[src/rtl/dma_mode_pkg.sv]
package dma_mode_pkg;

    localparam int MODE_W  = 8;
    localparam int MASK_W  = 8;
    localparam int CAP_W   = 16;
    localparam int IDX_W   = $clog2(MASK_W);
    localparam int NUM_FAM = 3;

    typedef logic [MODE_W-1:0] mode_t;
    typedef logic [MASK_W-1:0] mask_t;
    typedef logic [CAP_W-1:0]  cap_t;

    typedef enum logic [1:0] {
        FAM_ULTRA  = 2'd0,
        FAM_MULTI  = 2'd1,
        FAM_SINGLE = 2'd2
    } family_e;

    localparam int VALID_ULTRA_BIT = 2;
    localparam int VALID_DMA_BIT   = 1;

    localparam mode_t BASE_ULTRA  = 8'h40;
    localparam mode_t BASE_MULTI  = 8'h20;
    localparam mode_t BASE_SINGLE = 8'h10;
    localparam mode_t ULTRA_CAP_LIMIT = 8'h42;
    localparam mask_t ULTRA_FAST_BITS = 8'h78;
    localparam mask_t ULTRA_SLOW_BITS = 8'h07;
    localparam logic [7:0] LEGACY_MAX = 8'd2;

    typedef struct packed {
        cap_t       valid;
        cap_t       ultra;
        cap_t       multi;
        cap_t       single;
        logic [7:0] legacy;
    } dev_caps_t;

    typedef struct packed {
        mask_t ultra;
        mask_t multi;
        mask_t single;
    } host_masks_t;

    typedef struct packed {
        logic             hit;
        logic [IDX_W-1:0] idx;
    } top_bit_t;

    function automatic mode_t fam_base(input family_e f);
        case (f)
            FAM_ULTRA:  return BASE_ULTRA;
            FAM_MULTI:  return BASE_MULTI;
            default:    return BASE_SINGLE;
        endcase
    endfunction

    function automatic top_bit_t find_top(input mask_t m);
        top_bit_t r;
        r = '0;
        for (int i = 0; i < MASK_W; i++) begin
            if (m[i]) begin
                r.hit = 1'b1;
                r.idx = IDX_W'(i);
            end
        end
        return r;
    endfunction

    function automatic logic hi_nz(input cap_t w);
        return |w[CAP_W-1:MASK_W];
    endfunction

endpackage

[src/rtl/dma_caps_check.sv]
module dma_caps_check
    import dma_mode_pkg::*;
(
    input  dev_caps_t caps,
    output logic      bad
);
    always_comb begin
        if (caps.valid[VALID_ULTRA_BIT])
            bad = hi_nz(caps.ultra) && hi_nz(caps.multi);
        else if (caps.valid[VALID_DMA_BIT])
            bad = hi_nz(caps.multi) && hi_nz(caps.single);
        else
            bad = 1'b0;
    end
endmodule

[src/rtl/dma_family_mask.sv]
module dma_family_mask
    import dma_mode_pkg::*;
#(
    parameter int FAM = 0
) (
    input  dev_caps_t   caps,
    input  host_masks_t host,
    input  mode_t       req,
    input  logic        cable80,
    input  logic        blocked,
    output mask_t       mask
);
    mask_t raw;

    generate
        if (FAM == 0) begin : g_ultra
            always_comb begin
                raw = '0;
                if (caps.valid[VALID_ULTRA_BIT]) begin
                    raw = host.ultra & caps.ultra[MASK_W-1:0];
                    if (req > ULTRA_CAP_LIMIT && |(raw & ULTRA_FAST_BITS) && !cable80)
                        raw = raw & ULTRA_SLOW_BITS;
                end
            end
        end else if (FAM == 1) begin : g_multi
            always_comb begin
                raw = '0;
                if (caps.valid[VALID_DMA_BIT])
                    raw = host.multi & caps.multi[MASK_W-1:0];
            end
        end else begin : g_single
            always_comb begin
                raw = '0;
                if (caps.valid[VALID_DMA_BIT])
                    raw = host.single & caps.single[MASK_W-1:0];
                else if (caps.legacy != 8'd0 && caps.legacy <= LEGACY_MAX)
                    raw = mask_t'((9'd2 << caps.legacy[1:0]) - 9'd1) & host.single;
            end
        end
    endgenerate

    assign mask = (blocked || req < fam_base(family_e'(FAM))) ? '0 : raw;
endmodule

[src/rtl/dma_mode_selector.sv]
module dma_mode_selector
    import dma_mode_pkg::*;
(
    input  logic        clk,
    input  logic        rst,
    input  logic        start,
    input  logic [7:0]  req_mode,
    input  logic        is_disk,
    input  logic        host_no_pkt_dma,
    input  logic        cable80,
    input  logic [15:0] dev_valid,
    input  logic [15:0] dev_ultra,
    input  logic [15:0] dev_multi,
    input  logic [15:0] dev_single,
    input  logic [7:0]  dev_legacy,
    input  logic [7:0]  host_ultra,
    input  logic [7:0]  host_multi,
    input  logic [7:0]  host_single,
    output logic        busy,
    output logic        done,
    output logic [7:0]  mode_out,
    output logic        bad_caps
);
    typedef enum logic {ST_IDLE, ST_SCAN} state_e;

    state_e      state;
    family_e     fam;
    dev_caps_t   caps_q;
    host_masks_t host_q;
    mode_t       req_q;
    logic        cable_q;
    logic        blocked_q;
    mask_t       fam_mask [NUM_FAM];
    mask_t       cur_mask;
    top_bit_t    top;
    mode_t       cand;
    mode_t       clamped;
    logic        bad_now;

    genvar g;
    generate
        for (g = 0; g < NUM_FAM; g++) begin : g_fam
            dma_family_mask #(.FAM(g)) u_mask (
                .caps    (caps_q),
                .host    (host_q),
                .req     (req_q),
                .cable80 (cable_q),
                .blocked (blocked_q),
                .mask    (fam_mask[g])
            );
        end
    endgenerate

    dma_caps_check u_check (
        .caps (caps_q),
        .bad  (bad_now)
    );

    always_comb begin
        case (fam)
            FAM_ULTRA: cur_mask = fam_mask[0];
            FAM_MULTI: cur_mask = fam_mask[1];
            default:   cur_mask = fam_mask[2];
        endcase
        top     = find_top(cur_mask);
        cand    = fam_base(fam) + mode_t'(top.idx);
        clamped = (cand < req_q) ? cand : req_q;
    end

    always_ff @(posedge clk) begin
        if (rst) begin
            state     <= ST_IDLE;
            fam       <= FAM_ULTRA;
            caps_q    <= '0;
            host_q    <= '0;
            req_q     <= '0;
            cable_q   <= 1'b0;
            blocked_q <= 1'b0;
            done      <= 1'b0;
            mode_out  <= '0;
            bad_caps  <= 1'b0;
        end else begin
            done <= 1'b0;
            case (state)
                ST_IDLE: begin
                    if (start) begin
                        caps_q    <= '{valid: dev_valid, ultra: dev_ultra, multi: dev_multi,
                                       single: dev_single, legacy: dev_legacy};
                        host_q    <= '{ultra: host_ultra, multi: host_multi, single: host_single};
                        req_q     <= req_mode;
                        cable_q   <= cable80;
                        blocked_q <= !is_disk && host_no_pkt_dma;
                        fam       <= FAM_ULTRA;
                        state     <= ST_SCAN;
                    end
                end
                default: begin
                    if (top.hit || fam == FAM_SINGLE) begin
                        mode_out <= top.hit ? clamped : '0;
                        bad_caps <= bad_now;
                        done     <= 1'b1;
                        state    <= ST_IDLE;
                    end else begin
                        fam <= family_e'(fam + 2'd1);
                    end
                end
            endcase
        end
    end

    assign busy = (state == ST_SCAN);

    assert_done_pulse_R2: assert property (@(posedge clk) disable iff (rst)
        done |=> !done);
    assert_done_idle_R2: assert property (@(posedge clk) disable iff (rst)
        !(done && busy));
    assert_clamp_R8: assert property (@(posedge clk) disable iff (rst)
        done |-> (mode_out <= req_q));
    assert_pkt_block_R9: assert property (@(posedge clk) disable iff (rst)
        (done && blocked_q) |-> (mode_out == 8'h00));
    assert_cable_cap_R6: assert property (@(posedge clk) disable iff (rst)
        (done && !cable_q && req_q > 8'h42) |-> !(mode_out > 8'h42 && mode_out < 8'h48));
    assert_hold_R2: assert property (@(posedge clk) disable iff (rst)
        (!done && !$past(rst)) |-> $stable(mode_out));
endmodule

[config.mk]
export PLATFORM = sky130hd
export DESIGN_NAME = dma_mode_selector
export DESIGN_NICKNAME = d
export VERILOG_FILES = /design/src/rtl/dma_mode_pkg.sv /design/src/rtl/dma_caps_check.sv /design/src/rtl/dma_family_mask.sv /design/src/rtl/dma_mode_selector.sv
export SDC_FILE = /design/constraint.sdc
export NUM_CORES = 1
export LEC_CHECK = 0
export BUFFER_PORTS_ARGS = -buffer_cell sky130_fd_sc_hd__buf_2
export CORE_AREA = 8 8 108 110
export CTS_CLUSTER_SIZE = 40
export DETAILED_ROUTE_END_ITERATION = 7
export DIE_AREA = 0 0 116 118
export GPL_TIMING_DRIVEN = 0
export PLACE_DENSITY_LB_ADDON = 0.05
export SETUP_SLACK_MARGIN = 0.02
export SLEW_MARGIN = 20
export SYNTH_ARGS = -nofsm -noshare
export SYNTH_HDL_FRONTEND = slang
export SYNTH_SLANG_ARGS = --single-unit
[constraint.sdc]
create_clock -name clk -period 2.9 [get_ports clk]
set_input_delay 0.87 -clock clk [delete_from_list [all_inputs] [get_ports clk]]
set_output_delay 0.87 -clock clk [all_outputs]
set_load 0.05 [all_outputs]
=== Word level (Yosys, flattened, before mapping) ===
Index checks and enable logic that the tools add are counted.

* Flip-flop bits (word level): 106
* Input port bits: 110
* Output and inout bits: 11
* Word-level logic and storage cells: 86

* Add/subtract/negate cells: 3
* Magnitude comparators: 6
* Eq/ne operators: 3
* Shift-type cells: 1
* Multiplexer cells: 29
* Bitwise operators: 5
* Reduce and logical (&&, ||, !) cells: 23

{| class="wikitable"
|+ Operators with widths
! cell !! count
|-
| 2-to-1 mux 8 bit || 10
|-
| AND 8 bit || 4
|-
| 2-to-1 mux 4 bit || 8
|-
| OR reduction 8 bit || 3
|-
| case mux 8 bit (2 select lines) || 1
|-
| case mux 7 bit (2 select lines) || 1
|-
| adder 8 x 3 -> 8 bit || 1
|-
| greater-than comparator 8 x 7 -> 1 bit (second input constant) || 1
|-
| <= comparator 8 x 2 -> 1 bit (second input constant) || 1
|-
| less-than comparator 8 x 5 -> 1 bit (second input constant) || 1
|-
| less-than comparator 8 x 6 -> 1 bit (second input constant) || 1
|-
| less-than comparator 8 x 7 -> 1 bit (second input constant) || 1
|-
| less-than comparator 8 bit || 1
|-
| nonzero test 8 bit || 1
|-
| << shifter 2 x 2 -> 8 bit (first input constant) || 1
|-
| subtractor 8 x 1 -> 8 bit (second input constant) || 1
|-
| logical AND 1 bit || 6
|-
| 2-to-1 mux 1 bit || 6
|-
| 2-to-1 mux 2 bit || 3
|-
| AND reduction 2 bit || 3
|-
| logical OR 1 bit || 4
|-
| OR reduction 4 bit || 1
|-
| adder 2 x 1 -> 2 bit (second input constant) || 1
|-
| == test 2 x 1 -> 1 bit (second input constant) || 1
|-
| other kinds (7) || 8
|}

=== Depth between registers and ports, before layout ===
* Depth in word-level cells: 20
* Mapped depth: 14
* Gate-level depth less buffers: 14

=== Cells and area by module ===
From an unflattened synthesis, not the netlist that was laid out.

* Cell total of the unflattened synthesis: 659
* Area total of the unflattened synthesis: 5,118.7 um^2

{| class="wikitable"
|+ By module, submodules not included
! module !! instances !! cells an instance !! area each (um^2) !! sequential area each (um^2)
|-
| dma_mode_selector || 1 || 578 || 4,618.2 || 2,382.3
|-
| dma_family_mask at g_fam[2].u_mask || 1 || 32 || 211.5 || 0.0
|-
| dma_family_mask at g_fam[0].u_mask || 1 || 20 || 112.6 || 0.0
|-
| dma_family_mask at g_fam[1].u_mask || 1 || 19 || 111.4 || 0.0
|-
| dma_caps_check || 1 || 10 || 65.1 || 0.0
|}

=== Worst setup path after synthesis ===
Ideal clock, no wire load.

* Path kind: flip-flop to flip-flop
* Start: register caps_q[0] in the netlist's numbering
* End: register mode_out[3]
* Library setup time: 117 ps
* Data arrival time: 3,005 ps
* Required time: 2,783 ps
* Setup slack: -222 ps
* Stages on the path, launching flop included: 15
* Period minus slack after synthesis: 3,122 ps
* Cell sequence: dfxtp_1 > or2_2 > ha_1 > nor4bb_1 > a31oi_1 > o2bb2ai_1 > a41oi_2 > nand4_4 > ha_1 > a221oi_1 > nor2_1 > nor4b_2 > o21ai_2 > and2_2 > a32o_1

* Cells in the longest elaborated chain, start to end: 18
* Elaborated cells between the ends (all ways): 24

{| class="wikitable"
|+ RTL lines
! element !! line !! source
|-
| start, declared || dma_mode_selector.sv:28 || <nowiki>dev_caps_t caps_q;</nowiki>
|-
| start signal, assigned || dma_mode_selector.sv:87 || <nowiki>caps_q <= '{valid: dev_valid, ultra: dev_ultra, multi: dev_multi,</nowiki>
|-
| << shifter 2 x 2 -> 8 bit || dma_family_mask.sv:37 || <nowiki>raw = mask_t'((9'd2 << caps.legacy[1:0]) - 9'd1) & host.single;</nowiki>
|-
| subtractor 8 x 1 -> 8 bit || dma_family_mask.sv:37 ||
|-
| AND 8 bit || dma_family_mask.sv:37 ||
|-
| 2-to-1 mux 8 bit * || dma_family_mask.sv:36 || <nowiki>else if (caps.legacy != 8'd0 && caps.legacy <= LEGACY_MAX)</nowiki>
|-
| 2-to-1 mux 8 bit * || dma_family_mask.sv:34 || <nowiki>if (caps.valid[VALID_DMA_BIT])</nowiki>
|-
| 2-to-1 mux 8 bit * || dma_family_mask.sv:42 || <nowiki>assign mask = (blocked || req < fam_base(family_e'(FAM))) ? '0 : raw;</nowiki>
|-
| case mux 8 bit (2 select lines) * || dma_mode_selector.sv:60 || <nowiki>case (fam)</nowiki>
|-
| 2-to-1 mux 4 bit (6 in series) || dma_mode_pkg.sv:61 || <nowiki>if (m[i]) begin</nowiki>
|-
| 2-to-1 mux 4 bit * || dma_mode_pkg.sv:61 ||
|-
| adder 8 x 3 -> 8 bit || dma_mode_selector.sv:66 || <nowiki>cand = fam_base(fam) + mode_t'(top.idx);</nowiki>
|-
| less-than comparator 8 bit || dma_mode_selector.sv:67 || <nowiki>clamped = (cand < req_q) ? cand : req_q;</nowiki>
|-
| 2-to-1 mux 8 bit || dma_mode_selector.sv:67 ||
|-
| 2-to-1 mux 8 bit || dma_mode_selector.sv:99 || <nowiki>mode_out <= top.hit ? clamped : '0;</nowiki>
|-
| end signal, assigned || dma_mode_selector.sv:99 ||
|-
| end, declared || dma_mode_selector.sv:21 || <nowiki>output logic [7:0] mode_out,</nowiki>
|}

Mark *: on every way between the ends. The rest lies on a longest branch, timed or not.
A chain may end at the register's enable or synchronous reset.

=== Worst setup path in the final report ===
* Start: register caps_q[0] in the netlist's numbering
* End: register mode_out[1]

The elaborated chain is that of the path after synthesis.

==> results.toml <==
[power_and_ir_drop]
pwr-share-clk = 0.297
comb_power_share = 0.167
switching_share = 0.297
peakVddDrop_v = 0.000261
seqPwrFrac = 0.536
switchingPower_uw = 878
p_int_uw = 2080
p_per_area_nw_per_um2 = 519
leakage_uw = 0.00228
power_uw = 2960

[placed_design]
dp_hpwl_mm = 10.1
place_inst = 813
globalplace.congestion = 0.833
placed_cell_area_um2 = 5240
portBuffers = 105

[setup_path]
crit_arrival_ns = 3.42
critical-path-max-stage-delay_ns = 0.36
cp_slowest_cell = "dfxtp_4"
startpoint_type = "register"
crit_chain = "or2_4 > ha_4 > nor4bb_4 > a31oi_1 > nand3b_1 > o211a_1 > nand4_4 > ha_4 > a221oi_4 > nor2_2 > nor4b_2 > o21ai_2 > a21o_1 > a32o_1"
end_kind = "register"
crit_fanout = 6
r2r-start = "caps_q[0]$_SDFFE_PP0P_"
worst-r2r-setup-slack_ns = -0.24
required_ns = 3.18
path_common_cell = "ha_4"
rr_worst_depth = 14
path_class = "register to register"
r2r_end = "mode_out[1]$_SDFFE_PP0P_"

[sta]
final_hold_viol_count = 0
period_needed_ns = 3.14
finClkSkew_ns = 0.0119
relSlewSlack = 0.553
timing.final.crit_share = 1.08
worst_slack_ns = -0.237
grt_setup_unrepaired = "true"
tightestPinTransition_ns = 0.664
setup_viol_count_final = 6
slew_violations = 0
fmax_mhz = 319

[synthesis]
synth_area_per_cell_um2 = 7.90
yosys_most_used_dff = "dfxtp_1"
synth_edf_count = 0
ys_seq_area_frac = 0.465
synth_cell_type_count = 63
synth.most_common_cell = "nand2_1"
ys.warnings.count = 0
synth.largest_area_cell = "dfxtp_1"
synth_area_leaders = "dfxtp_1 (46%), nand2_1 (17%), a21oi_1 (11%), clkbuf_1 (2.5%), ha_1 (2.5%)"
yosysTopAreaCellShare = 0.465
ys_ff_latch = 105
synthArstFlopShare = 0
syn-cell-area_um2 = 4520
syn_inst = 572
synth_common_cells = "nand2_1 (201), dfxtp_1 (105), a21oi_1 (97)"
synth.net_count = 691

[die]
rows = 37
die_area_um2 = 13700
core_um2 = 10000
die_w_um = 116
start_util = 0.452
boundaryPins = 121
die_h_um = 118

[outcome]
outcome = "finished, violations left"
violations = "negative setup slack"

[cts]
clock-root-buffer = "clkbuf_8"
htree_levels = 3
cts_tree = "done"
cts.reportedPaths.clkPinSlew_ns = 0.10
cts_sinks = 105
cts_buffers = 9
clock_tree.buffer_depth = 2
clk_latency_ns = 0.38

[drt]
wl_mm = 13.2
drt_iter0_drc = 233
drc = 0
drtPass1Iterations = 4
vias = 4321
wl_per_cell_um = 15.6
via_per_inst = 5.13
antenna_left = 0

[global_routing]
grt_max_degree = 19
grt_pass1_vias = 4240
grt_pass1_wl_mm = 20.9
track_usage = 0.194
grt_antenna_before_repair = 0
grt-ovfl-total = 0

[finish]
design_area_um2 = 5690
area_growth_pct = 25.9
antenna_cells = 0
final_nets = 821
drive_gt1_frac = 0.246
final_cells = 843

[worst_hold_path]
hold_start = "host_q[10]$_SDFFE_PP0P_"
hold_path_end = "host_q[10]$_SDFFE_PP0P_"
min_path_type = "register to register"
hold_depth = 2

[job]
cap_violations = 0
==> power groups by stage <==
stage | Sequential (uW) | Combinational, uW | Clock [uW]
final | 1580 | 492 | 879
after global routing | 1600 | 551 | 949
after CTS | 1580 | 461 | 897
after detailed placement | 1620 | 428 | 0
after global placement | 1610 | 418 | 0
after floorplan | 1600 | 275 | 0
==> layout by cell type (no fill, tap or decap), drive strengths merged, types with 2 or more instances in the layout <==
cell type / netlist / routed
or2: 2 / 2
dfxtp: 105 / 105
nand2b: 3 / 3
o211a: 2 / 2
nor4: 10 / 10
o2bb2ai: 2 / 2
clkinv: 0 / 3
o221ai: 3 / 3
nand2: 201 / 201
nor3: 7 / 7
a32o: 4 / 4
a21oi: 97 / 97
o211ai: 2 / 2
nor2: 13 / 13
a31oi: 6 / 6
o22a: 2 / 2
o21ai: 7 / 8
inv: 13 / 16
clkbuf: 30 / 40
nor4b: 2 / 2
and2: 6 / 6
ha: 9 / 9
a41o: 2 / 2
buf: 4 / 122
nand3b: 3 / 3
or3: 2 / 2
nand3: 5 / 5
nand4: 4 / 4
a21o: 3 / 3
==> what timing repair did <==
item                       in CTS  in global routing
buffers inserted                8                  5
gates resized for setup        12                 20
hold buffers                    0                  0
setup endpoints to repair       7                  7
gates cloned                    0                  1
pin swaps                       8                 17
==> cell families after synthesis <==
group | count (synthesis) | share of synthesized area
flops | 105 | 0.465
xor+xnor | 1 | 0.00194
simple gates | 266 | 0.270
compound gates | 143 | 0.193
mux | 1 | 0.00221
buf+inv | 47 | 0.0423
fa+ha+maj | 9 | 0.0249
==> layout make-up <==
class	instances	area, um2
Buffer	34	143
Clock buffer	10	138
Clock inverter	6	48.8
Fill cell	1013	4310
Inverter	13	48.8
Multi-Input combinational cell	421	2410
Sequential cell	105	2110
Tap cell	136	170
Timing Repair Buffer	118	623
==> per-stage QoR <==
step / utilization / worst slack [ns] / hold slack, ns / TNS [ns]
after global routing: 0.569 / -0.508 / 0.478 / -2.97
after global placement: 0.524 / -0.336 / 0.437 / -2.05
after CTS: 0.554 / -0.184 / 0.458 / -0.904
after detailed placement: 0.524 / -0.376 / 0.443 / -2.29
final: 0.569 / -0.237 / 0.458 / -1.17
after floorplan: - / -0.0794 / 0.431 / -0.222
==> per-layer routing <==
metal  part of all wire  vias to the layer above  GRT usage
met1               0.44                     2001      0.240
met5                  0                        -          0
met2               0.49                       93      0.320
li1                   -                     2215          -
met3              0.058                       12     0.0493
met4              0.012                        0     0.0592
==> worst max-delay path by stage <==
| stage | start | slack (ns) | cells after the start | to |
|---|---|---|---|---|
| 5_1_grt | caps_q[1]$_SDFFE_PP0P_ | -0.51 | 14 | mode_out[2]$_SDFFE_PP0P_ |
| 3_5_place_dp | caps_q[0]$_SDFFE_PP0P_ | -0.38 | 14 | mode_out[3]$_SDFFE_PP0P_ |
| 2_1_floorplan | caps_q[0]$_SDFFE_PP0P_ | -0.08 | 14 | mode_out[3]$_SDFFE_PP0P_ |
| 6_report | caps_q[0]$_SDFFE_PP0P_ | -0.24 | 14 | mode_out[1]$_SDFFE_PP0P_ |
| 4_1_cts | caps_q[0]$_SDFFE_PP0P_ | -0.18 | 14 | mode_out[3]$_SDFFE_PP0P_ |
| 3_3_place_gp | caps_q[0]$_SDFFE_PP0P_ | -0.34 | 14 | mode_out[3]$_SDFFE_PP0P_ |
==> sequential cells by signal, summed over array words and instances, names as in the netlist <==
register   count
req_q          8
cable_q        1
done           1
fam            2
mode_out       8
caps_q        58
blocked_q      1
busy           1
host_q        24
bad_caps       1
==> critical path, delay by kind of cell, from the launching register on <==
family          cells  cell delay [ns]
fa+ha+maj           2             0.34
simple gates        6             1.08
compound gates      6             1.25
flops               1             0.36
No activity file was read; power rests on OpenSTA's default activity.
